## src/rtl/mc_ctrl_pkg.sv

```systemverilog
package mc_ctrl_pkg;

    localparam int OPC_W  = 6;
    localparam int SEL_W  = 2;

    localparam logic [OPC_W-1:0] OPC_RTYPE = 6'b000000;
    localparam logic [OPC_W-1:0] OPC_LOAD  = 6'b100011;

    typedef enum logic [2:0] {
        ST_FETCH   = 3'd0,
        ST_DECODE  = 3'd1,
        ST_RX_EXEC = 3'd2,
        ST_RX_WB   = 3'd3,
        ST_LD_ADDR = 3'd4,
        ST_LD_MEM  = 3'd5,
        ST_LD_WB   = 3'd6
    } seq_state_e;

    typedef struct packed {
        logic             addr_sel_data;
        logic             mem_rd;
        logic             ir_load;
        logic             pc_load;
        logic [SEL_W-1:0] pc_src;
        logic [SEL_W-1:0] alu_class;
        logic             opa_sel;
        logic [SEL_W-1:0] opb_sel;
        logic             rf_we;
        logic             wb_sel_mem;
        logic             dst_sel_rd;
    } ctrl_t;

    typedef struct packed {
        seq_state_e state;
    } seq_regs_t;

    localparam logic [SEL_W-1:0] OPB_REG   = 2'b00;
    localparam logic [SEL_W-1:0] OPB_FOUR  = 2'b01;
    localparam logic [SEL_W-1:0] OPB_IMM   = 2'b10;
    localparam logic [SEL_W-1:0] OPB_IMMSH = 2'b11;

    localparam logic [SEL_W-1:0] ALU_ADD   = 2'b00;
    localparam logic [SEL_W-1:0] ALU_FUNCT = 2'b10;

    localparam logic [SEL_W-1:0] PCS_INC   = 2'b01;

endpackage

```

## src/rtl/mc_ctrl_next.sv

```systemverilog
module mc_ctrl_next
    import mc_ctrl_pkg::*;
#(
    parameter logic [OPC_W-1:0] RTYPE_CODE = OPC_RTYPE,
    parameter logic [OPC_W-1:0] LOAD_CODE  = OPC_LOAD
) (
    input  seq_state_e       cur,
    input  logic [OPC_W-1:0] opcode,
    output seq_state_e       nxt
);

    always_comb begin
        nxt = ST_FETCH;
        unique case (cur)
            ST_FETCH:   nxt = ST_DECODE;
            ST_DECODE: begin
                if (opcode == RTYPE_CODE)
                    nxt = ST_RX_EXEC;
                else if (opcode == LOAD_CODE)
                    nxt = ST_LD_ADDR;
                else
                    nxt = ST_FETCH;
            end
            ST_RX_EXEC: nxt = ST_RX_WB;
            ST_RX_WB:   nxt = ST_FETCH;
            ST_LD_ADDR: nxt = ST_LD_MEM;
            ST_LD_MEM:  nxt = ST_LD_WB;
            ST_LD_WB:   nxt = ST_FETCH;
            default:    nxt = ST_FETCH;
        endcase
    end

endmodule

```

## src/rtl/mc_ctrl_decode.sv

```systemverilog
module mc_ctrl_decode
    import mc_ctrl_pkg::*;
(
    input  seq_state_e cur,
    output ctrl_t      ctl
);

    always_comb begin
        ctl = '0;
        unique case (cur)
            ST_FETCH: begin
                ctl.mem_rd    = 1'b1;
                ctl.ir_load   = 1'b1;
                ctl.pc_load   = 1'b1;
                ctl.pc_src    = PCS_INC;
                ctl.alu_class = ALU_ADD;
                ctl.opb_sel   = OPB_FOUR;
            end
            ST_DECODE: begin
                ctl.alu_class = ALU_ADD;
                ctl.opb_sel   = OPB_IMMSH;
            end
            ST_RX_EXEC: begin
                ctl.opa_sel   = 1'b1;
                ctl.opb_sel   = OPB_REG;
                ctl.alu_class = ALU_FUNCT;
            end
            ST_RX_WB: begin
                ctl.rf_we      = 1'b1;
                ctl.dst_sel_rd = 1'b1;
            end
            ST_LD_ADDR: begin
                ctl.opa_sel   = 1'b1;
                ctl.opb_sel   = OPB_IMM;
                ctl.alu_class = ALU_ADD;
            end
            ST_LD_MEM: begin
                ctl.addr_sel_data = 1'b1;
                ctl.mem_rd        = 1'b1;
            end
            ST_LD_WB: begin
                ctl.rf_we      = 1'b1;
                ctl.wb_sel_mem = 1'b1;
            end
            default: ctl = '0;
        endcase
    end

endmodule

```

## src/rtl/mc_ctrl_seq.sv

```systemverilog
module mc_ctrl_seq
    import mc_ctrl_pkg::*;
(
    input  logic             clk,
    input  logic             rst,
    input  logic [OPC_W-1:0] opcode,
    output logic             addr_sel_data,
    output logic             mem_rd,
    output logic             ir_load,
    output logic             pc_load,
    output logic [SEL_W-1:0] pc_src,
    output logic [SEL_W-1:0] alu_class,
    output logic             opa_sel,
    output logic [SEL_W-1:0] opb_sel,
    output logic             rf_we,
    output logic             wb_sel_mem,
    output logic             dst_sel_rd
);

    seq_regs_t  regs_d, regs_q;
    seq_state_e state_nxt;
    ctrl_t      ctl;

    mc_ctrl_next #(
        .RTYPE_CODE (OPC_RTYPE),
        .LOAD_CODE  (OPC_LOAD)
    ) u_next (
        .cur    (regs_q.state),
        .opcode (opcode),
        .nxt    (state_nxt)
    );

    mc_ctrl_decode u_dec (
        .cur (regs_q.state),
        .ctl (ctl)
    );

    always_comb begin
        regs_d       = regs_q;
        regs_d.state = state_nxt;
        if (rst)
            regs_d.state = ST_FETCH;
    end

    always_ff @(posedge clk) begin
        regs_q <= regs_d;
    end

    assign addr_sel_data = ctl.addr_sel_data;
    assign mem_rd        = ctl.mem_rd;
    assign ir_load       = ctl.ir_load;
    assign pc_load       = ctl.pc_load;
    assign pc_src        = ctl.pc_src;
    assign alu_class     = ctl.alu_class;
    assign opa_sel       = ctl.opa_sel;
    assign opb_sel       = ctl.opb_sel;
    assign rf_we         = ctl.rf_we;
    assign wb_sel_mem    = ctl.wb_sel_mem;
    assign dst_sel_rd    = ctl.dst_sel_rd;


    reset_to_fetch_chk: assert property (@(posedge clk) disable iff (rst)
        $past(rst) |-> (ir_load && pc_load && mem_rd));


    fetch_pattern_chk: assert property (@(posedge clk) disable iff (rst)
        ir_load |-> (pc_load && mem_rd && !addr_sel_data && opb_sel == OPB_FOUR && !rf_we));


    decode_follows_fetch_chk: assert property (@(posedge clk) disable iff (rst)
        ir_load |=> (opb_sel == OPB_IMMSH && !opa_sel && !mem_rd && !rf_we));


    rx_wb_after_exec_chk: assert property (@(posedge clk) disable iff (rst)
        (rf_we && !wb_sel_mem) |-> $past(opa_sel && opb_sel == OPB_REG && alu_class == ALU_FUNCT));


    ld_wb_after_mem_chk: assert property (@(posedge clk) disable iff (rst)
        (rf_we && wb_sel_mem) |-> $past(addr_sel_data && mem_rd));


    wb_then_fetch_chk: assert property (@(posedge clk) disable iff (rst)
        rf_we |=> ir_load);


    no_write_after_decode_chk: assert property (@(posedge clk) disable iff (rst)
        (opb_sel == OPB_IMMSH) |=> !rf_we && !addr_sel_data);


    exclusive_phase_chk: assert property (@(posedge clk) disable iff (rst)
        $onehot0({ir_load, rf_we, addr_sel_data}));

endmodule

```

## config.mk

```make
export PLATFORM = sky130hd
export DESIGN_NAME = mc_ctrl_seq
export DESIGN_NICKNAME = d
export VERILOG_FILES = /design/src/rtl/mc_ctrl_pkg.sv /design/src/rtl/mc_ctrl_next.sv /design/src/rtl/mc_ctrl_decode.sv /design/src/rtl/mc_ctrl_seq.sv
export SDC_FILE = /design/constraint.sdc
export NUM_CORES = 1
export LEC_CHECK = 0
export CAP_MARGIN = 20
export CORE_AREA = 3 3 40 42
export DETAILED_ROUTE_END_ITERATION = 10
export DIE_AREA = 0 0 43 45
export GPL_TIMING_DRIVEN = 0
export HOLD_SLACK_MARGIN = 0.12
export RECOVER_POWER = 25
export SLEW_MARGIN = 0
export SYNTH_ARGS = -nofsm -noshare
export SYNTH_HDL_FRONTEND = slang
export SYNTH_SLANG_ARGS = --single-unit
```

## constraint.sdc

```tcl
create_clock -name clk -period 1.4 [get_ports clk]
set_clock_uncertainty 0.2 [all_clocks]
set_input_delay 0.28 -clock clk [delete_from_list [all_inputs] [get_ports clk]]
set_output_delay 0.28 -clock clk [all_outputs]
set_load 0.01 [all_outputs]
```

==> impl_metrics.csv <==
group,metric,value,unit
place,place_ws,-0.4318,ns
sta,hold_slack,0.3929,ns
floorplan,die_x,43,µm
floorplan,die-area,0.001935,mm²
synth,synth_commonest_cells,"6 x buf_4, 5 x nor2_1, 3 x dfxtp_1, 3 x nand2_1",
cts,cts_tree,"yes",
cts,cts_buffers,3,
layout,area_growth,131.0,%
power_and_ir_drop,p_total,352.3,µW
layout,fin_nets,76,
worst_setup_path,path_class,"reg2out",
layout,fillers,137,
detailed_routing,drt_pass1_iterations,1,
detailed_routing,vias,339,
synth,synth_seq_area_share,0.2124,
floorplan,rows,13,
global_route,grt_overflow,0,
sta,period_share,1.166,
synth,yosysTopAreaCellShare,0.2124,
detailed_routing,drt_iter0_markers,0,
worst_setup_path,r2r_cells,5,
synth,synth_ff_type,"dfxtp_1",
worst_setup_path,setup.worst_path.end_class,"primary output",
sta,hold_violations,0,
floorplan,die_h,45,µm
layout,area.sequential,68.82,µm²
place,place_area,500.5,µm²
sta,fin_crit,1.633,ns
layout,top_regs,"regs_q (3)",
detailed_routing,viasPerCell,4.134,
detailed_routing,drc,0,
worst_setup_path,rrSetupSlack,0.03,ns
sta,fmax,612.4,MHz
global_route,grt_pass1_vias,299,
cts,clock_sinks,3,
layout,fin_cells,82,
place,io_buffers,19,
power_and_ir_drop,leakage,0.3104,nW
min_path,hold_start,"regs_q[2]$_SDFF_PP0_",
layout,multi_input_area,215.2,µm²
sta,finalSetupViolCount,12,
worst_setup_path,rr_startpoint,"regs_q[0]$_SDFF_PP0_",
layout,final_area,653.1,µm²
detailed_routing,antenna_left,0,
global_route,gr-usage-all-layers,0.08909,
layout,num_antenna_cells,0,
worst_setup_path,r2r_end,"regs_q[1]$_SDFF_PP0_",
layout,drive_gt1_frac,0.6866,
place,gp_congestion,0.6093,
synth,netlist_area,282.8,µm²
synth,synth_seq_cells,3,
cts,cts_hold_buf,0,
worst_setup_path,start_kind,"register",
place,hpwlAfterDp,480.2,µm
floorplan,num_io_pins,22,
global_route,grt_max_degree,9,
layout,largest_reg_flops,3,
run,drv_cap,0,
detailed_routing,routed_wl,770,µm
global_route,antenna_found_initial,0,
floorplan,coreArea,0.001285,mm²
power_and_ir_drop,vdd_drop_max,0.2580,mV
cts,clk_latency,0.24,ns
min_path,min_to,"regs_q[0]$_SDFF_PP0_",
sta,slew_viol_final,0,
cts,h-tree-depth,1,
sta,rsz0062_at_grt,"true",
layout,final_util,0.5083,
detailed_routing,routedWlPerCell,9.390,µm
cts,clk_pin_slew_worst_paths,0.04,ns
power_and_ir_drop,power.density,539.4,mW/mm²
sta,setup_tns,-1.822,ns
cts,cts_root_buf,"clkbuf_4",
global_route,grt_pass1_wl,1.207,mm
min_path,hold_path_class,"reg2reg",
layout,largest-register,"regs_q",
synth,post-synth-top-count-cell,"buf_4",
cts,cts_max_path_buffers,2,
worst_setup_path,critPathRequiredTime,0.92,ns
run_status,violations,"setup timing",
synth,ys_warn_count,0,
worst_setup_path,crit_fanout,5,
synth,postSynth.asyncResetShare,0,
min_path,whs_path_depth,2,
worst_setup_path,crit_arrival,1.15,ns
synth,synthCells,33,
place,placed_cells,68,
synth,synth_edf_count,0,
run_status,status,"complete, but fails checks",
sta,setup_ws,-0.2330,ns
synth,synthTopCellsByArea,"dfxtp_1 21%, buf_4 16%, nor4b_4 8.4%",
synth,yosysTopAreaCell,"dfxtp_1",
synth,synth_cell_types,18,
floorplan,start_util,0.2201,
synth,avgSynthCellArea,8.569,µm²
## cell type report
type	count	area share
sequential	3	0.1054
tap	15	0.02874
clock buffer	4	0.04023
timing repair buffer	31	0.4330
multi-input combinational	24	0.3295
buffer	5	0.06322
## how the worst max path moves through the flow
stage                    startpoint     to  cells after the start
2_1_floorplan  regs_q[2]$_SDFF_PP0_  rf_we                      3
3_3_place_gp   regs_q[2]$_SDFF_PP0_  rf_we                      4
3_5_place_dp   regs_q[2]$_SDFF_PP0_  rf_we                      4
4_1_cts        regs_q[2]$_SDFF_PP0_  rf_we                      4
5_1_grt        regs_q[2]$_SDFF_PP0_  rf_we                      3
6_report       regs_q[2]$_SDFF_PP0_  rf_we                      3
## critical path: stages (launching register included)
cell	delay [ns]
dfxtp_4	0.37
and3b_2	0.21
or2_1	0.19
buf_2	0.14
## cell families (layout without fill, tap and decap cells)
group | Yosys count | after routing | synth area share
AOI/OAI and AO/OA | 4 | 4 | 0.1283
xor gates and xnor gates | 2 | 2 | 0.06196
buffers and inverters | 7 | 40 | 0.1991
DFF | 3 | 3 | 0.2124
other | 1 | 2 | 0.01326
and+or+nand+nor | 16 | 16 | 0.3849
## where the power goes
part | internal (mW) | leakage [nW] | switching (mW) | total, mW
Sequential | 0.0862 | 0.0263 | 0.00384 | 0.0900
Combinational | 0.0658 | 0.269 | 0.0381 | 0.104
Clock | 0.107 | 0.0150 | 0.0512 | 0.158
Total | 0.259 | 0.310 | 0.0931 | 0.352
## layout by cell type, fill, tap and decap left out, types with 2 or more instances in the layout
cell	n
nor2_1	2
nor2_4	2
dfxtp_4	2
buf_4	10
nand2_1	2
buf_2	7
clkbuf_4	3
clkdlybuf4s50_1	7
and3b_2	2
conb_1	2
buf_6	11
## timing repair
action / in CTS / in global routing
pin swaps: 3 / 4
buffers inserted: 9 / 3
setup endpoints to repair: 12 / 13
gates resized for setup: 61 / 13
## metal layers
layer,routed length (µm),GRT usage
met1,279,0.09398
met2,375,0.1377
met3,99,0.02789
met4,16,0.09036
met5,0,0
Note: power is estimated with default switching activity, not from simulation.
